`src/rtl/flash_status_pkg.sv`:
```
package flash_status_pkg;

    typedef enum logic [2:0] {
        ST_READ,
        ST_PROG,
        ST_ERASE,
        ST_SUSP,
        ST_FAULT
    } fsg_state_e;

    typedef enum logic [1:0] {
        OP_GOOD,
        OP_LOCKED,
        OP_BAD
    } op_kind_e;

    typedef enum logic [2:0] {
        DS_IDLE,
        DS_U1,
        DS_U2,
        DS_PGDATA,
        DS_E3,
        DS_E4,
        DS_E5
    } dec_step_e;

    localparam logic [7:0] CMD_KEY1    = 8'hAA;
    localparam logic [7:0] CMD_KEY2    = 8'h55;
    localparam logic [7:0] CMD_PROG    = 8'hA0;
    localparam logic [7:0] CMD_ESETUP  = 8'h80;
    localparam logic [7:0] CMD_SECT    = 8'h30;
    localparam logic [7:0] CMD_CHIP    = 8'h10;
    localparam logic [7:0] CMD_RESET   = 8'hF0;
    localparam logic [7:0] CMD_SUSPEND = 8'hB0;

    typedef struct packed {
        logic busy_tgl;
        logic fault;
        logic sect_mode;
        logic sel_tgl;
    } status_t;

    function automatic logic [7:0] pack_status(status_t s);
        return {1'b0, s.busy_tgl, s.fault, 1'b0, s.sect_mode, s.sel_tgl, 2'b00};
    endfunction

endpackage

```
`src/rtl/fsg_cmd_decoder.sv`:
```
module fsg_cmd_decoder
    import flash_status_pkg::*;
#(
    parameter int              AW       = 6,
    parameter logic [AW-1:0]   UNLOCK_A = '0,
    parameter logic [AW-1:0]   UNLOCK_B = '0
) (
    input  logic          clk,
    input  logic          rst,
    input  logic          en,
    input  logic          wr,
    input  logic [AW-1:0] addr,
    input  logic [7:0]    wdata,
    output logic          start_prog,
    output logic          start_serase,
    output logic          start_cerase
);

    dec_step_e step, step_nx;

    always_comb begin
        start_prog   = en && wr && (step == DS_PGDATA);
        start_serase = en && wr && (step == DS_E5) && (wdata == CMD_SECT);
        start_cerase = en && wr && (step == DS_E5) && (wdata == CMD_CHIP) && (addr == UNLOCK_A);
    end

    always_comb begin
        step_nx = step;
        if (!en) begin
            step_nx = DS_IDLE;
        end else if (wr) begin
            step_nx = DS_IDLE;
            unique case (step)
                DS_IDLE: if (wdata == CMD_KEY1 && addr == UNLOCK_A) step_nx = DS_U1;
                DS_U1:   if (wdata == CMD_KEY2 && addr == UNLOCK_B) step_nx = DS_U2;
                DS_U2: begin
                    if (wdata == CMD_PROG && addr == UNLOCK_A)        step_nx = DS_PGDATA;
                    else if (wdata == CMD_ESETUP && addr == UNLOCK_A) step_nx = DS_E3;
                end
                DS_PGDATA: step_nx = DS_IDLE;
                DS_E3:   if (wdata == CMD_KEY1 && addr == UNLOCK_A) step_nx = DS_E4;
                DS_E4:   if (wdata == CMD_KEY2 && addr == UNLOCK_B) step_nx = DS_E5;
                DS_E5:   step_nx = DS_IDLE;
                default: step_nx = DS_IDLE;
            endcase
        end
    end

    always_ff @(posedge clk) begin
        if (rst) step <= DS_IDLE;
        else     step <= step_nx;
    end

endmodule

```
`src/rtl/fsg_op_timer.sv`:
```
module fsg_op_timer #(
    parameter int CW = 8
) (
    input  logic          clk,
    input  logic          rst,
    input  logic          load,
    input  logic [CW-1:0] load_val,
    input  logic          run,
    output logic          done
);

    logic [CW-1:0] cnt;
    logic          active;

    assign done = active && run && (cnt == '0);

    always_ff @(posedge clk) begin
        if (rst) begin
            cnt    <= '0;
            active <= 1'b0;
        end else if (load) begin
            cnt    <= load_val;
            active <= 1'b1;
        end else if (done) begin
            active <= 1'b0;
        end else if (active && run) begin
            cnt <= cnt - 1'b1;
        end
    end

endmodule

```
`src/rtl/flash_status_gen.sv`:
```
module flash_status_gen
    import flash_status_pkg::*;
#(
    parameter int            AW           = 6,
    parameter int            NSECT        = 4,
    parameter logic [AW-1:0] UNLOCK_A     = 6'h15,
    parameter logic [AW-1:0] UNLOCK_B     = 6'h2A,
    parameter int            T_PROG       = 40,
    parameter int            T_PROT_PROG  = 400,
    parameter int            T_ERASE      = 3000,
    parameter int            T_PROT_ERASE = 20000,
    parameter int            T_LIMIT      = 1000
) (
    input  logic             clk,
    input  logic             rst,
    input  logic             bus_rd,
    input  logic             bus_wr,
    input  logic [AW-1:0]    bus_addr,
    input  logic [7:0]       bus_wdata,
    input  logic [NSECT-1:0] sect_lock,
    output logic [7:0]       bus_rdata
);

    localparam int SW    = $clog2(NSECT);
    localparam int DEPTH = 1 << AW;
    localparam int WPS   = DEPTH / NSECT;
    localparam int TM1   = (T_PROG > T_PROT_PROG) ? T_PROG : T_PROT_PROG;
    localparam int TM2   = (T_ERASE > T_PROT_ERASE) ? T_ERASE : T_PROT_ERASE;
    localparam int TM3   = (TM1 > TM2) ? TM1 : TM2;
    localparam int TMAX  = (TM3 > T_LIMIT) ? TM3 : T_LIMIT;
    localparam int CW    = $clog2(TMAX + 1);

    fsg_state_e       st;
    op_kind_e         kind, new_kind;
    logic [AW-1:0]    tgt_addr;
    logic [7:0]       tgt_data;
    logic [NSECT-1:0] sel;
    logic             sect_mode;
    logic             t6, t2;
    logic [7:0]       mem [DEPTH];

    logic [SW-1:0]    addr_sect;
    logic             in_sel, show_status, busy_rd;
    logic             start_prog, start_serase, start_cerase;
    logic             tmr_load, tmr_done;
    logic [CW-1:0]    tmr_val;
    status_t          stat;

    assign addr_sect = bus_addr[AW-1 -: SW];
    assign in_sel    = sel[addr_sect];

    fsg_cmd_decoder #(.AW(AW), .UNLOCK_A(UNLOCK_A), .UNLOCK_B(UNLOCK_B)) u_dec (
        .clk          (clk),
        .rst          (rst),
        .en           (st == ST_READ),
        .wr           (bus_wr),
        .addr         (bus_addr),
        .wdata        (bus_wdata),
        .start_prog   (start_prog),
        .start_serase (start_serase),
        .start_cerase (start_cerase)
    );

    fsg_op_timer #(.CW(CW)) u_tmr (
        .clk      (clk),
        .rst      (rst),
        .load     (tmr_load),
        .load_val (tmr_val),
        .run      (st != ST_SUSP),
        .done     (tmr_done)
    );

    always_comb begin
        tmr_load = 1'b0;
        tmr_val  = '0;
        new_kind = OP_GOOD;
        if (start_prog) begin
            tmr_load = 1'b1;
            if (sect_lock[addr_sect]) begin
                new_kind = OP_LOCKED;
                tmr_val  = CW'(T_PROT_PROG - 1);
            end else if ((bus_wdata & ~mem[bus_addr]) != 8'h00) begin
                new_kind = OP_BAD;
                tmr_val  = CW'(T_LIMIT - 1);
            end else begin
                tmr_val  = CW'(T_PROG - 1);
            end
        end else if (start_serase) begin
            tmr_load = 1'b1;
            tmr_val  = sect_lock[addr_sect] ? CW'(T_PROT_ERASE - 1) : CW'(T_ERASE - 1);
        end else if (start_cerase) begin
            tmr_load = 1'b1;
            tmr_val  = (&sect_lock) ? CW'(T_PROT_ERASE - 1) : CW'(T_ERASE - 1);
        end
    end

    always_comb begin
        busy_rd     = (st == ST_PROG) || (st == ST_ERASE) || (st == ST_FAULT);
        show_status = busy_rd || ((st == ST_SUSP) && in_sel);
        stat        = '{busy_tgl: t6, fault: (st == ST_FAULT), sect_mode: sect_mode, sel_tgl: t2};
    end

    always_ff @(posedge clk) begin
        if (rst) begin
            st        <= ST_READ;
            kind      <= OP_GOOD;
            tgt_addr  <= '0;
            tgt_data  <= '0;
            sel       <= '0;
            sect_mode <= 1'b0;
            t6        <= 1'b0;
            t2        <= 1'b0;
            bus_rdata <= '0;
        end else begin
            if (bus_rd) begin
                bus_rdata <= show_status ? pack_status(stat) : mem[bus_addr];
                if (busy_rd) t6 <= ~t6;
                if (((st == ST_ERASE) || (st == ST_SUSP)) && in_sel) t2 <= ~t2;
            end
            unique case (st)
                ST_READ: begin
                    if (start_prog) begin
                        st       <= ST_PROG;
                        kind     <= new_kind;
                        tgt_addr <= bus_addr;
                        tgt_data <= bus_wdata;
                    end else if (start_serase) begin
                        st        <= ST_ERASE;
                        sel       <= NSECT'(1) << addr_sect;
                        sect_mode <= 1'b1;
                    end else if (start_cerase) begin
                        st        <= ST_ERASE;
                        sel       <= '1;
                        sect_mode <= 1'b0;
                    end
                end
                ST_PROG: begin
                    if (tmr_done) st <= (kind == OP_BAD) ? ST_FAULT : ST_READ;
                end
                ST_ERASE: begin
                    if (tmr_done) begin
                        st        <= ST_READ;
                        sel       <= '0;
                        sect_mode <= 1'b0;
                    end else if (bus_wr && bus_wdata == CMD_SUSPEND) begin
                        st <= ST_SUSP;
                    end
                end
                ST_SUSP: begin
                    if (bus_wr && bus_wdata == CMD_SECT) st <= ST_ERASE;
                end
                ST_FAULT: begin
                    if (bus_wr && bus_wdata == CMD_RESET) st <= ST_READ;
                end
                default: st <= ST_READ;
            endcase
        end
    end

    always_ff @(posedge clk) begin
        if (rst) begin
            for (int i = 0; i < DEPTH; i++) mem[i] <= 8'hFF;
        end else if (st == ST_PROG && tmr_done && kind == OP_GOOD) begin
            mem[tgt_addr] <= tgt_data;
        end else if (st == ST_ERASE && tmr_done) begin
            for (int i = 0; i < DEPTH; i++) begin
                if (sel[SW'(i / WPS)] && !sect_lock[SW'(i / WPS)]) mem[i] <= 8'hFF;
            end
        end
    end

endmodule

```
`config.mk`:
```
export PLATFORM = sky130hd
export DESIGN_NAME = flash_status_gen
export DESIGN_NICKNAME = d
export VERILOG_FILES = /design/src/rtl/flash_status_pkg.sv /design/src/rtl/fsg_cmd_decoder.sv /design/src/rtl/fsg_op_timer.sv /design/src/rtl/flash_status_gen.sv
export SDC_FILE = /design/constraint.sdc
export NUM_CORES = 1
export LEC_CHECK = 0
export BUFFER_PORTS_ARGS = -buffer_cell sky130_fd_sc_hd__clkbuf_2
export CAP_MARGIN = 20
export CORE_ASPECT_RATIO = 2
export CORE_MARGIN = 3
export CORE_UTILIZATION = 60
export CTS_CLUSTER_DIAMETER = 30
export DETAILED_ROUTE_END_ITERATION = 8
export PLACE_DENSITY = 0.8
export SLEW_MARGIN = 20
export SYNTH_ARGS = -nofsm -noshare
export SYNTH_HDL_FRONTEND = slang
export SYNTH_HIERARCHICAL = 1
export SYNTH_SLANG_ARGS = --single-unit
```
`constraint.sdc`:
```
create_clock -name clk -period 3.9 [get_ports clk]
set_input_delay 0.39 -clock clk [delete_from_list [all_inputs] [get_ports clk]]
set_output_delay 0.39 -clock clk [all_outputs]
set_load 0.1 [all_outputs]
```
==> run_results.csv <==
group,metric,value,unit
die,core,45300,µm²
worst_hold_path,hold_class,"input pin to flop",
grt,antenna_found_initial,1,
synthesis,ys_types,88,
grt,grtUsageTotal,0.342,
detailed_routing,wl,83000,µm
timing,worst_pin_slew,1.15,ns
synthesis,syn_avg_cell_area,13.1,µm²
synthesis,synth_seq_cells,565,
synthesis,synth-seq-area-share,0.594,
cts,clock_tree.buffer_depth,3,
detailed_routing,wl_met1,25500,µm
synthesis,synth_top_area_cell,"edfxtp_1",
synthesis,synth.area.top_cells,"edfxtp_1, or3_1, mux4_2, or2_2, mux2i_1",
timing,slew_viol_final,0,
timing,fin_setup_tns,0,ns
grt,grt_pass1_wl,122000,µm
timing,slew_headroom,0.234,
detailed_routing,drc,0,
placement,gp_congestion,0.990,
timing,clock_skew,0.0232,ns
cts,postCtsHoldBufs,0,
setup_path,worst-setup-path-type,"flop to flop",
finish,area_delta_synth_final,11.6,%
timing,final_hold_viol_count,0,
die,initial_utilization,0.611,
finish,fin_util,0.682,
run_status,status,"completed",
grt,overflow,0,
synthesis,async_flop_share,0,
detailed_routing,dr_wl_met2,41700,µm
timing,timing.final.crit_share,0.923,
detailed_routing,drt-initial-drc-count,2564,
timing,rsz0062_at_grt,"no",
cts,cts_tree,"built",
pwr,leakagePower,10.3,nW
die,rows,110,
cts,cts_buffers,57,
die,ios,30,
placement,dp_hpwl,56600,µm
die,die_w,158,µm
synthesis,syn_inst,2111,
finish,nFillCells,3118,
grt,grt_pass1_vias,19135,
setup_path,arrival,3.84,ns
setup_path,cp_max_fo,9,
detailed_routing,dr.pass1.iters,6,
grt,grt_max_degree,73,
synthesis,synth_ff_type,"edfxtp_1",
pwr,p_per_area,443,nW/µm²
detailed_routing,routed_via_density,6.87,
cts,clockRootBuffer,"clkbuf_16",
setup_path,cp-end-kind,"flop",
synthesis,synth_edf_count,512,
cts,post_cts_resized,0,
finish,layout-drive-gt1-share,0.277,
die,die_area,48900,µm²
cts,htree_levels,2,
timing,period_minus_slack,3.60,ns
cts,clk_latency,0.60,ns
timing,clock.fmax,278,MHz
detailed_routing,avgRoutedWirePerCell,29.9,µm
setup_path,critPathLaunchType,"flop",
setup_path,critPathRequiredTime,4.14,ns
pwr,vdd_drop_max,0.333,mV
job,maxCapViolCount,0,
timing,finalSetupViolCount,0,
synthesis,synth-warning-count,6,
cts,cts_sinks,565,
placement,port_buffers,29,
cts,clkTransAtPathRegs,0.07,ns
detailed_routing,dr_wl_met3,6790,µm
detailed_routing,drtAntennaViolNets,0,
synthesis,synth_area,27700,µm²
finish,nets,2191,
die,die_y,310,µm
detailed_routing,vias,19090,
synthesis,netlist.area_leader.share,0.556,
cts,cts_setup_buffers,0,
detailed_routing,maxUsedRoutingLayer,"met4",
-- layout by cell type, fill, tap and decap left out, drive strengths merged, types with 18 or more instances in the layout --
cell type	n
edfxtp	512
or3	331
or2	200
buf	181
nand2	137
mux2i	107
clkbuf	91
mux4	89
nor2	63
dfxtp	53
a21oi	50
inv	35
o21ai	32
a22oi	31
nand2b	22
nand3	22
clkinv	19
o21bai	18
-- power breakdown --
part	switching (mW)	total, mW	internal, mW	leakage, nW
Sequential	0.104	6.94	6.84	5.45
Combinational	0.686	1.12	0.429	3.89
Clock	2.54	5.61	3.07	0.929
-- synthesized netlist by cell type, types with 7 or more instances --
library cell	number
edfxtp_1	512
or3_1	331
or2_2	199
clkbuf_1	156
nand2_1	137
mux2i_1	107
mux4_2	72
nor2_1	62
dfxtp_1	53
a21oi_1	50
a22oi_1	31
o21ai_0	31
nand2b_1	22
nand3_1	22
inv_1	20
o21bai_1	18
mux4_1	17
buf_6	16
nor3_1	15
o211ai_1	14
buf_2	12
nand4_1	10
buf_12	9
nor2b_1	9
a211oi_1	8
a311oi_1	8
a31oi_1	8
mux2_2	8
nand3b_1	8
a21o_1	7
nor3b_1	7
-- kinds of logic after synthesis --
family / after synthesis / synth area share
adder cells (fa/ha/maj): 1 / 0.000452
flip-flops: 565 / 0.594
AO/OA/AOI/OAI: 231 / 0.0597
other: 1 / 0.000136
multiplexers: 204 / 0.117
AND/OR/NAND/NOR: 875 / 0.184
buffers and inverters: 231 / 0.0440
XOR/XNOR: 3 / 0.000950
-- layer usage --
layer / vias up / track usage
li1: 8134 / -
met5: - / 0
met3: 404 / 0.0483
met1: 9300 / 0.378
met2: 1252 / 0.581
met4: 0 / 0.277
-- final cells by class --
type                            count  area [µm²]  share of cell area
Sequential cell                   565       16400               0.533
Multi-Input combinational cell   1316       10000               0.325
Timing Repair Buffer              206        1670              0.0542
Clock buffer                       66        1500              0.0487
Tap cell                          560         701              0.0227
Clock inverter                     42         444              0.0144
Inverter                           22        82.6             0.00268
Antenna cell                        1        2.50           0.0000811
-- stage by stage --
stage	hold WS (ns)	total power [mW]	instance area, µm²	cells	worst slack [ns]
final	0.0929	13.7	30900	2778	0.301
after global routing	0.120	14.0	30900	2777	0.0794
after CTS	0.0800	13.7	30900	2777	0.407
after detailed placement	0.455	8.16	28900	2669	0.247
after global placement	0.439	8.13	28900	2669	0.310
after floorplan	0.432	7.68	27700	2112	0.425
-- path summary, 6_finish.rpt --
kind                            slack [ns]                       from  cells past startpoint                  endpoint
worst min-delay path                  0.09               bus_wdata[2]                      3  tgt_data[2]$_SDFFE_PP0P_
worst max register to register        0.30  u_tmr/cnt[7]$_SDFFE_PP0P_                     10  mem[58][0]$_SDFFCE_PN1P_
worst max-delay path                  0.30  u_tmr/cnt[7]$_SDFFE_PP0P_                     10  mem[58][0]$_SDFFCE_PN1P_
worst min register to register        0.47       kind[0]$_SDFFE_PP0P_                      2      kind[0]$_SDFFE_PP0P_
-- state kept, by name (all words and copies together) (netlist names) --
name,cells
u_dec/step,3
sel,4
t6,1
kind,2
sect_mode,1
tgt_addr,6
st,3
u_tmr/active,1
bus_rdata,8
t2,1
mem,512
u_tmr/cnt,15
tgt_data,8
-- worst max-delay path, cell delays in order (launching register included) --
cell      delay (ns)
dfxtp_1         0.36
nor3_1          0.41
nand3_1         0.15
nor3_1          0.27
buf_4           0.19
nor4b_4         0.39
nand2b_1        0.24
nor3b_2         0.24
buf_4           0.22
nand2_1         0.26
nand2b_1        0.49
Power figures use the tool's default switching activity.
